`src/rtl/volt_ramp_pkg.sv`:
```
package volt_ramp_pkg;

  typedef enum logic [2:0] {
    PH_IDLE = 3'd0,
    PH_WAIT = 3'd1,
    PH_RISE = 3'd2,
    PH_HOLD = 3'd3,
    PH_FALL = 3'd4
  } phase_t;

  // Period exponent: step period = base << exponent (0 fastest, 3 slowest)
  localparam logic [1:0] SLOWEST_EXP = 2'd3;

  function automatic logic [1:0] rise_exp_f(input logic [3:0] sel);
    case (sel)
      4'd0:    rise_exp_f = 2'd1;
      4'd1:    rise_exp_f = 2'd2;
      4'd2:    rise_exp_f = 2'd3;
      4'd3:    rise_exp_f = 2'd2;
      4'd4:    rise_exp_f = 2'd3;
      4'd5:    rise_exp_f = 2'd0;
      4'd6:    rise_exp_f = 2'd1;
      4'd7:    rise_exp_f = 2'd2;
      4'd8:    rise_exp_f = 2'd3;
      default: rise_exp_f = SLOWEST_EXP;
    endcase
  endfunction

  function automatic logic [1:0] track_exp_f(input logic [3:0] sel);
    case (sel)
      4'd0, 4'd1, 4'd2:       track_exp_f = 2'd1;
      4'd3, 4'd4:             track_exp_f = 2'd2;
      4'd5, 4'd6, 4'd7, 4'd8: track_exp_f = 2'd0;
      default:                track_exp_f = SLOWEST_EXP;
    endcase
  endfunction

endpackage

```
`src/rtl/vr_rate_map.sv`:
```
module vr_rate_map
  import volt_ramp_pkg::*;
(
  input  logic [3:0] slew_sel,
  output logic [1:0] rise_exp,
  output logic [1:0] track_exp
);

  always_comb begin
    rise_exp  = rise_exp_f(slew_sel);
    track_exp = track_exp_f(slew_sel);
  end

endmodule

```
`src/rtl/vr_goal_clamp.sv`:
```
module vr_goal_clamp #(
  parameter int CODE_W    = 7,
  parameter int LAST_CODE = 78
) (
  input  logic [CODE_W-1:0] target_code,
  input  logic [CODE_W-1:0] max_code,
  output logic [CODE_W-1:0] goal
);

  localparam logic [CODE_W-1:0] TOP = CODE_W'(LAST_CODE);

  logic [CODE_W-1:0] ceil_code;

  always_comb begin
    ceil_code = (max_code < TOP) ? max_code : TOP;
    goal      = (target_code > ceil_code) ? ceil_code : target_code;
  end

endmodule

```
`src/rtl/vr_step_timer.sv`:
```
module vr_step_timer #(
  parameter int HALF_STEP_CYC = 57
) (
  input  logic       clk,
  input  logic       rst_n,
  input  logic       clr,
  input  logic       run,
  input  logic [1:0] period_exp,
  output logic       step
);

  localparam int MAX_PER = HALF_STEP_CYC * 8;
  localparam int CNT_W   = $clog2(MAX_PER + 1);

  logic [CNT_W-1:0] cnt_q;
  logic [CNT_W-1:0] last_cnt;

  always_comb begin
    last_cnt = (CNT_W'(HALF_STEP_CYC) << period_exp) - CNT_W'(1);
    step     = run && !clr && (cnt_q >= last_cnt);
  end

  always_ff @(posedge clk or negedge rst_n) begin
    if (!rst_n)          cnt_q <= '0;
    else if (clr || !run) cnt_q <= '0;
    else if (step)       cnt_q <= '0;
    else                 cnt_q <= cnt_q + CNT_W'(1);
  end

  // Requires HALF_STEP_CYC >= 2: consecutive steps never touch
  AST_STEP_SPACED: assert property (@(posedge clk) disable iff (!rst_n)
    step |=> !step);

endmodule

```
`src/rtl/volt_ramp_ctrl.sv`:
```
module volt_ramp_ctrl
  import volt_ramp_pkg::*;
#(
  parameter int CODE_W          = 7,
  parameter int LAST_CODE       = 78,
  parameter int HALF_STEP_CYC   = 57,
  parameter int START_DELAY_CYC = 35000
) (
  input  logic              clk,
  input  logic              rst_n,
  input  logic              en,
  input  logic [CODE_W-1:0] target_code,
  input  logic [CODE_W-1:0] max_code,
  input  logic [3:0]        slew_sel,
  output logic [CODE_W-1:0] code,
  output logic              slewing,
  output logic              max_err
);

  localparam int DLY_W = $clog2(START_DELAY_CYC + 1);
  localparam logic [DLY_W-1:0] DLY_LAST = DLY_W'(START_DELAY_CYC - 1);

  phase_t phase_q, phase_nx;
  logic [DLY_W-1:0]  dly_q;
  logic [CODE_W-1:0] code_q;
  logic [CODE_W-1:0] goal;
  logic [CODE_W-1:0] aim;
  logic [1:0]        rise_exp, track_exp, sel_exp;
  logic              at_aim, moving, phase_chg, step;
  logic              err_q;

  vr_rate_map u_rates (
    .slew_sel  (slew_sel),
    .rise_exp  (rise_exp),
    .track_exp (track_exp)
  );

  vr_goal_clamp #(.CODE_W(CODE_W), .LAST_CODE(LAST_CODE)) u_clamp (
    .target_code (target_code),
    .max_code    (max_code),
    .goal        (goal)
  );

  always_comb begin
    aim    = (phase_q == PH_RISE || phase_q == PH_HOLD) ? goal : '0;
    at_aim = (code_q == aim);
    moving = (phase_q == PH_RISE || phase_q == PH_HOLD || phase_q == PH_FALL) && !at_aim;
    case (phase_q)
      PH_RISE: sel_exp = rise_exp;
      PH_HOLD: sel_exp = track_exp;
      default: sel_exp = SLOWEST_EXP;
    endcase
  end

  always_comb begin
    phase_nx = phase_q;
    case (phase_q)
      PH_IDLE: if (en) phase_nx = PH_WAIT;
      PH_WAIT: begin
        if (!en)                   phase_nx = PH_IDLE;
        else if (dly_q == DLY_LAST) phase_nx = PH_RISE;
      end
      PH_RISE: begin
        if (!en)         phase_nx = PH_FALL;
        else if (at_aim) phase_nx = PH_HOLD;
      end
      PH_HOLD: if (!en) phase_nx = PH_FALL;
      PH_FALL: begin
        if (en)                  phase_nx = PH_RISE;
        else if (code_q == '0)   phase_nx = PH_IDLE;
      end
      default: phase_nx = PH_IDLE;
    endcase
    phase_chg = (phase_nx != phase_q);
  end

  vr_step_timer #(.HALF_STEP_CYC(HALF_STEP_CYC)) u_timer (
    .clk        (clk),
    .rst_n      (rst_n),
    .clr        (phase_chg),
    .run        (moving),
    .period_exp (sel_exp),
    .step       (step)
  );

  always_ff @(posedge clk or negedge rst_n) begin
    if (!rst_n) begin
      phase_q <= PH_IDLE;
      dly_q   <= '0;
      code_q  <= '0;
      err_q   <= 1'b0;
    end else begin
      phase_q <= phase_nx;
      dly_q   <= (phase_q == PH_WAIT && phase_nx == PH_WAIT) ? dly_q + DLY_W'(1) : '0;
      if (step) code_q <= (code_q < aim) ? code_q + CODE_W'(1) : code_q - CODE_W'(1);
      err_q   <= en && (target_code > max_code);
    end
  end

  assign code    = code_q;
  assign slewing = (phase_q == PH_WAIT) || !at_aim;
  assign max_err = err_q;

  AST_IDLE_QUIET: assert property (@(posedge clk) disable iff (!rst_n)
    (phase_q == PH_IDLE) |-> (code_q == '0 && !slewing));
  AST_WAIT_ZERO: assert property (@(posedge clk) disable iff (!rst_n)
    (phase_q == PH_WAIT) |-> (code_q == '0));
  AST_ONE_STEP: assert property (@(posedge clk) disable iff (!rst_n)
    ({1'b0, code_q} == {1'b0, $past(code_q)}) ||
    ({1'b0, code_q} == {1'b0, $past(code_q)} + 1'b1) ||
    ({1'b0, code_q} + 1'b1 == {1'b0, $past(code_q)}));
  AST_CODE_CEIL: assert property (@(posedge clk) disable iff (!rst_n)
    code_q <= CODE_W'(LAST_CODE));
  AST_FALL_DOWN: assert property (@(posedge clk) disable iff (!rst_n)
    (phase_q == PH_FALL && $past(phase_q) == PH_FALL) |-> (code_q <= $past(code_q)));
  AST_HOLD_SETTLED: assert property (@(posedge clk) disable iff (!rst_n)
    (phase_q == PH_HOLD && $past(phase_q) == PH_RISE) |-> ($past(code_q) == $past(aim)));

endmodule

```
`config.mk`:
```
export PLATFORM = sky130hd
export DESIGN_NAME = volt_ramp_ctrl
export DESIGN_NICKNAME = d
export VERILOG_FILES = /design/src/rtl/volt_ramp_pkg.sv /design/src/rtl/vr_rate_map.sv /design/src/rtl/vr_goal_clamp.sv /design/src/rtl/vr_step_timer.sv /design/src/rtl/volt_ramp_ctrl.sv
export SDC_FILE = /design/constraint.sdc
export NUM_CORES = 1
export LEC_CHECK = 0
export BUFFER_PORTS_ARGS = -buffer_cell sky130_fd_sc_hd__buf_2
export CORE_ASPECT_RATIO = 1.1
export CORE_UTILIZATION = 30
export CTS_CLUSTER_SIZE = 40
export DETAILED_ROUTE_END_ITERATION = 16
export GPL_TIMING_DRIVEN = 0
export PLACE_DENSITY = 0.46
export SYNTH_ARGS = -nofsm -noshare
export SYNTH_HDL_FRONTEND = slang
export SYNTH_HIERARCHICAL = 1
export SYNTH_SLANG_ARGS = --single-unit
export TNS_END_PERCENT = 5
```
`constraint.sdc`:
```
create_clock -name clk -period 11.9 [get_ports clk]
set_clock_uncertainty 0.2 [all_clocks]
set_input_delay 2.38 -clock clk [delete_from_list [all_inputs] [get_ports clk]]
set_output_delay 2.38 -clock clk [all_outputs]
set_load 0.05 [all_outputs]
```
==> run_results.csv, run 1 <==
group,metric,value,unit
cells_and_area,drive_above_1_share,0.141,
drt,vias,2460,
clock_network,hold_buffers,0,
synthesis,yosys_warnings,6,
cells_and_area,diodes,0,
clock_network,clockBufferDepth,2,
sta,drv_slew,0,
clock_network,clk_latency,0.29,ns
clock_network,htreeDepth,2,
drt,route.detailed.drc,0,
power_and_ir_drop,internal-power,0.182,mW
floorplan,io_pins,30,
power_and_ir_drop,switchingPower,0.0716,mW
synthesis,synth-edff-count,0,
power_and_ir_drop,p_clk_frac,0.353,
sta,hold_viol,0,
cells_and_area,fin_cells,504,
worst_hold_path,hold_class,"reg2reg",
place,io_buffers,29,
critical_path,cp_max_fo,5,
grt,grt_pass1_vias,2372,
synthesis,ys_types,62,
critical_path,worstSetupStartpointType,"primary input",
cells_and_area,utilization,0.348,
power_and_ir_drop,power_frac_seq,0.489,
floorplan,die_area,0.0106,mm2
critical_path,worst_ep_required_time,9.32,ns
clock_network,cts_buffers,5,
sta,rsz0062_at_grt,"no",
clock_network,ctsResizeCount,0,
critical_path,worstRegToRegCells,14,
power_and_ir_drop,pwr-share-comb,0.158,
drt,routed_wirelength,6.46,mm
critical_path,critPathArrivalTime,5.49,ns
place,hpwl,4.92,mm
sta,final-setup-viol-count,0,
synthesis,synthFlopType,"dfrtp_1",
job,max_cap_viol_count,0,
clock_network,root_buffer,"clkbuf_8",
drt,drtIter0Drc,116,
synthesis,syn-instance-count,347,
place,place_inst,496,
synthesis,syn_area_per_cell,8.80,um2
critical_path,endpoint_kind,"output port",
floorplan,fp-row-count,38,
synthesis,ys_seq_elements,36,
synthesis,seq_area_frac_synth,0.295,
grt,grt_usage,0.131,
drt,antenna_left,0,
grt,grt_pass1_wl,11.4,mm
floorplan,dieHeight,108,um
cells_and_area,final_area,0.00344,mm2
synthesis,synthArstFlopShare,1.00,
grt,antenna_found_initial,0,
sta,setup-tns-final,0,ns
cells_and_area,area_growth,12.5,%
floorplan,initial_utilization,0.309,
drt,viasPerCell,4.88,
grt,grt_max_degree,37,
clock_network,cts_tree,"yes",
sta,layout_min_cycle_time,8.07,ns
power_and_ir_drop,p_leak,1.63,nW
synthesis,syn_nets,409,
place,postPlaceCellArea,0.00335,mm2
power_and_ir_drop,cellPowerDensity,73.7,mW/mm2
cells_and_area,n_fill_cell,1051,
power_and_ir_drop,swShare,0.283,
drt,avgRoutedWirePerCell,12.8,um
floorplan,coreArea,0.00989,mm2
critical_path,path_class,"in2out",
cells_and_area,fin_nets,445,
sta,max_slew.worst_pin.slew,0.857,ns
synthesis,synthesis.area,0.00305,mm2
sta,period_share,0.678,
drt,drt_first_pass_iters,4,
sta,hold_ws,0.298,ns
clock_network,cts_setup_buffers,0,
worst_hold_path,hold_depth,1,
place,place.gp.congestion,0.775,
power_and_ir_drop,ir_drop,49.5,uV
clock_network,cts.clk_slew.worst_paths,0.08,ns
grt,overflow,0,
clock_network,cts.sink_count,36,
run_status,outcome,"finished, final reports clean",
sta,fmax,124,MHz
sta,slew_headroom,0.429,
floorplan,die_w,98.2,um
[critical path, cell delays in order]
cell and delay (ns):
buf_2 0.12, o21a_1 0.21, nor2_1 0.09, ha_1 0.28
and4_4 0.24, or4b_1 0.44, o211a_1 0.13, o21a_1 0.11
buf_6 0.13, mux2_4 0.29, and3_1 0.19, ha_1 0.27
nand4_1 0.10, nor2_1 0.19, o31ai_1 0.11, buf_2 0.22
[cells in the final DEF, fill, tap and decap left out, drive strengths merged, types with 3 or more instances in the layout]
master | synthesis | layout
ha | 40 | 40
dfrtp | 36 | 36
inv | 35 | 35
nor2 | 33 | 33
nand2 | 33 | 33
buf | 4 | 33
nor3 | 15 | 15
xnor2 | 15 | 15
a21oi | 12 | 12
nand3 | 11 | 11
xor2 | 10 | 10
mux2i | 9 | 9
nand4 | 8 | 8
o21ai | 8 | 8
nor2b | 6 | 6
o21a | 6 | 6
clkbuf | 1 | 6
mux2 | 6 | 6
a21o | 5 | 5
and3 | 5 | 5
nand2b | 4 | 4
and4 | 4 | 4
nor4b | 3 | 3
nand3b | 3 | 3
and2 | 3 | 3
clkinv | 0 | 3
or2 | 3 | 3
[sequential cells by signal, summed over array words and instances (netlist names)]
register / flops
max_err: 1
u_timer/cnt_q: 9
code: 7
dly_q: 16
phase_q: 3
[power groups by stage]
stage	Clock [mW]	Combinational [mW]	Sequential [mW]
floorplan	0	0.0250	0.128
global placement	0	0.0400	0.126
detailed placement	0	0.0405	0.126
CTS	0.0933	0.0408	0.124
global route	0.0967	0.0460	0.124
finish	0.0893	0.0401	0.124
[logic make-up (layout without fill, tap and decap cells)]
kind of cell,after synthesis,in the layout,synth area share
adders and majority gates,42,42,0.174
DFF,36,36,0.295
and+or+nand+nor,140,140,0.239
buffers and inverters,40,77,0.0524
muxes,15,15,0.0528
AOI/OAI and AO/OA,49,49,0.115
xor gates and xnor gates,25,25,0.0717
[routing by layer]
metal  track usage  wire length [um]  up-vias
met5             0                 0        -
met4        0.0256                33        0
met3        0.0201               120        4
li1              -                 -     1290
met1         0.173              3260     1140
met2         0.228              3040       26
[path summary, 6_finish.rpt]
kind / slack [ns] / end / from
max: 3.83 / slewing / max_code[5]
min: 0.30 / dly_q[0] / dly_q[0]
max reg2reg: 7.71 / code[5] / phase_q[1]
min reg2reg: 0.30 / dly_q[0] / dly_q[0]
max in group asynchronous: 8.96 / code[2] / rst_n
min in group asynchronous: 1.99 / dly_q[5] / rst_n
[final cells by class]
type | count | area [um2] | area share
multi-input combinational | 271 | 1990 | 0.580
buffer | 5 | 28.8 | 0.00837
clock buffer | 5 | 68.8 | 0.0200
sequential | 36 | 901 | 0.262
tap | 120 | 150 | 0.0437
inverter | 35 | 131 | 0.0382
timing repair buffer | 29 | 145 | 0.0422
clock inverter | 3 | 18.8 | 0.00546
[stage by stage]
| stage | worst slack (ns) | power, mW |
|---|---|---|
| after floorplan | 4.22 | 0.153 |
| after global placement | 3.83 | 0.166 |
| after detailed placement | 3.83 | 0.167 |
| after CTS | 3.82 | 0.258 |
| after global routing | 3.63 | 0.267 |
| final | 3.83 | 0.253 |
[cells in the mapped netlist (5+ instances only)]
master | n | area (um2)
a21o_1 | 5 | 37.5
a21oi_1 | 12 | 60.1
dfrtp_1 | 36 | 901
ha_1 | 40 | 500
inv_1 | 35 | 131
mux2i_1 | 9 | 90.1
nand2_1 | 33 | 124
nand3_1 | 10 | 50.1
nand4_1 | 8 | 50.1
nor2_1 | 33 | 124
nor2b_1 | 6 | 37.5
nor3_1 | 15 | 75.1
o21a_1 | 6 | 45.0
o21ai_0 | 5 | 25.0
xnor2_1 | 15 | 131
xor2_1 | 10 | 87.6
Note: power is estimated with default switching activity, not from simulation.
==> run 2: changes to the inputs <==
--- a/config.mk
+++ b/config.mk
@@ -11,7 +11,7 @@
 export CTS_CLUSTER_SIZE = 40
 export DETAILED_ROUTE_END_ITERATION = 16
 export GPL_TIMING_DRIVEN = 0
-export PLACE_DENSITY = 0.46
+export PLACE_DENSITY = 0.48
 export SYNTH_ARGS = -nofsm -noshare
 export SYNTH_HDL_FRONTEND = slang
 export SYNTH_HIERARCHICAL = 1
==> constraint.sdc (replaced) <==
create_clock -name clk -period 7 [get_ports clk]
set_clock_uncertainty 0.2 [all_clocks]
set_input_delay 1.4 -clock clk [delete_from_list [all_inputs] [get_ports clk]]
set_output_delay 1.4 -clock clk [all_outputs]
set_load 0.05 [all_outputs]
==> run 2 against run 1 <==
Sequential cell count did not move. First-iteration DRC count decreased by 20%. Via count grew 0.93%. Cell area about the same. Register-to-register slack got worse by 4.9 ns. Clock-buffer cell count increased by 3. Critical path type unchanged.
==> run_results.csv, run 2 (synthesis gave the netlist of run 1 again) <==
group,metric,value,unit
sta,period_share,0.872,
clock_network,hold_buffers,0,
sta,hold_ws,0.283,ns
clock_network,htreeDepth,2,
drt,route.detailed.drc,0,
place,io_buffers,29,
run_status,outcome,"finished, final reports clean",
sta,setup-tns-final,0,ns
cells_and_area,utilization,0.348,
sta,final-setup-viol-count,0,
floorplan,initial_utilization,0.309,
critical_path,worstSetupStartpointType,"primary input",
critical_path,cp_slowest_cell,"or4b_1",
floorplan,coreArea,0.00989,mm2
drt,drtIter0Drc,93,
cells_and_area,final_cell_mix,"ha_1, dfrtp_1, inv_1",
floorplan,die_w,98.2,um
clock_network,ctsResizeCount,0,
drt,avgRoutedWirePerCell,12.6,um
critical_path,path_class,"in2out",
grt,grt_pass1_vias,2444,
grt,grt_usage,0.129,
drt,routed_wirelength,6.36,mm
sta,max_slew.worst_pin.slew,0.837,ns
critical_path,endpoint_kind,"output port",
floorplan,fp-row-count,38,
grt,grt_max_degree,37,
place,place.gp.congestion,0.750,
clock_network,root_buffer,"clkbuf_8",
drt,vias,2483,
cells_and_area,fin_cells,504,
cells_and_area,mostFrequentLayoutCell,"ha_1",
cells_and_area,regMostFlops,"dly_q",
cells_and_area,diodes,0,
sta,drv_slew,0,
critical_path,cp_max_fo,5,
cells_and_area,final-seq-area,901,um2
critical_path,cp_cell_sequence,"buf_2 -> o21a_1 -> nor2_1 -> ha_1 -> and4_4 -> or4b_1 -> o211a_1 -> o21a_1 -> buf_6 -> mux2_4 -> and3_1 -> ha_1 -> nand4_1 -> nor2_1 -> o31ai_1 -> buf_2",
cells_and_area,fin_nets,445,
cells_and_area,largest_reg_flops,16,
worst_hold_path,hold_class,"reg2reg",
cells_and_area,drive_above_1_share,0.135,
critical_path,critPathTopFamily,"simple AND/OR/NAND/NOR gates",
clock_network,cts_buffers,5,
critical_path,critPathArrivalTime,4.50,ns
drt,drt_first_pass_iters,4,
drt,antenna_left,0,
place,place_inst,496,
power_and_ir_drop,cellPowerDensity,126,mW/mm2
sta,rsz0062_at_grt,"no",
floorplan,dieHeight,108,um
critical_path,worst_ep_required_time,5.40,ns
clock_network,cts_tree,"yes",
sta,fmax,164,MHz
clock_network,cts.clk_slew.worst_paths,0.06,ns
sta,slew_headroom,0.442,
clock_network,cts.sink_count,36,
sta,hold_viol,0,
sta,fin_ws,0.898,ns
grt,grt_pass1_wl,11.3,mm
power_and_ir_drop,ir_drop,67.0,uV
drt,viasPerCell,4.93,
clock_network,clk_latency,0.29,ns
grt,antenna_found_initial,0,
power_and_ir_drop,p_leak,1.63,nW
place,hpwl,4.95,mm
cells_and_area,n_fill_cell,1045,
clock_network,cts_setup_buffers,0,
cells_and_area,area_growth,12.6,%
job,max_cap_viol_count,0,
clock_network,clockBufferDepth,2,
floorplan,die_area,0.0106,mm2
floorplan,io_pins,30,
grt,overflow,0,
critical_path,critPathMaxStageDelay,0.44,ns
critical_path,crit_buf_inv,3,
sta,layout_min_cycle_time,6.10,ns
cells_and_area,multi_input_area,0.00199,mm2
place,place_ws,0.743,ns
-- run 2: worst register-to-register path: cells and delay by family, from the launching register on --
kind | cells | cell delay [ns]
buffers and inverters | 3 | 0.72
AO/OA/AOI/OAI | 4 | 0.73
AND/OR/NAND/NOR | 6 | 1.71
adder cells (fa/ha/maj) | 1 | 0.28
flip-flops | 1 | 0.44
-- run 2: per-layer routing --
layer  GRT usage  up-vias  routed length [um]
met5           0        -                   0
met4      0.0256        0                  57
met3      0.0195        7                 137
met2       0.229       26                3010
met1       0.165     1156                3160
li1            -     1294                   -
-- run 2: area by class of cell --
| class | count | share of cell area |
|---|---|---|
| repair buffers | 29 | 0.0422 |
| clock buffers | 8 | 0.0262 |
| well taps | 120 | 0.0437 |
| multi-input cells | 271 | 0.579 |
| inverters | 35 | 0.0382 |
| flip-flops and latches | 36 | 0.262 |
| plain buffers | 5 | 0.00837 |
-- run 2: where the power goes --
part           internal [mW]  switching (mW)  total [mW]
registers              0.209         0.00110       0.211
logic                 0.0299          0.0382      0.0681
clock network         0.0803          0.0731       0.153
total                  0.320           0.112       0.432
-- run 2: metrics by stage --
step / cell area, um2 / power, mW
finish: 3440 / 0.432
global route: 3440 / 0.459
CTS: 3440 / 0.442
detailed placement: 3350 / 0.284
global placement: 3350 / 0.283
floorplan: 3050 / 0.260
-- run 2: worst paths after layout --
path,startpoint,endpoint,slack (ns),cells after the start
min in group asynchronous,rst_n,dly_q[5],1.02,1
setup / recovery,max_code[4],slewing,0.90,16
hold reg to reg,dly_q[0],dly_q[0],0.28,1
setup reg to reg,phase_q[1],code[5],2.80,14
max in group asynchronous,rst_n,u_timer/cnt_q[4],5.06,1
hold / removal,dly_q[0],dly_q[0],0.28,1
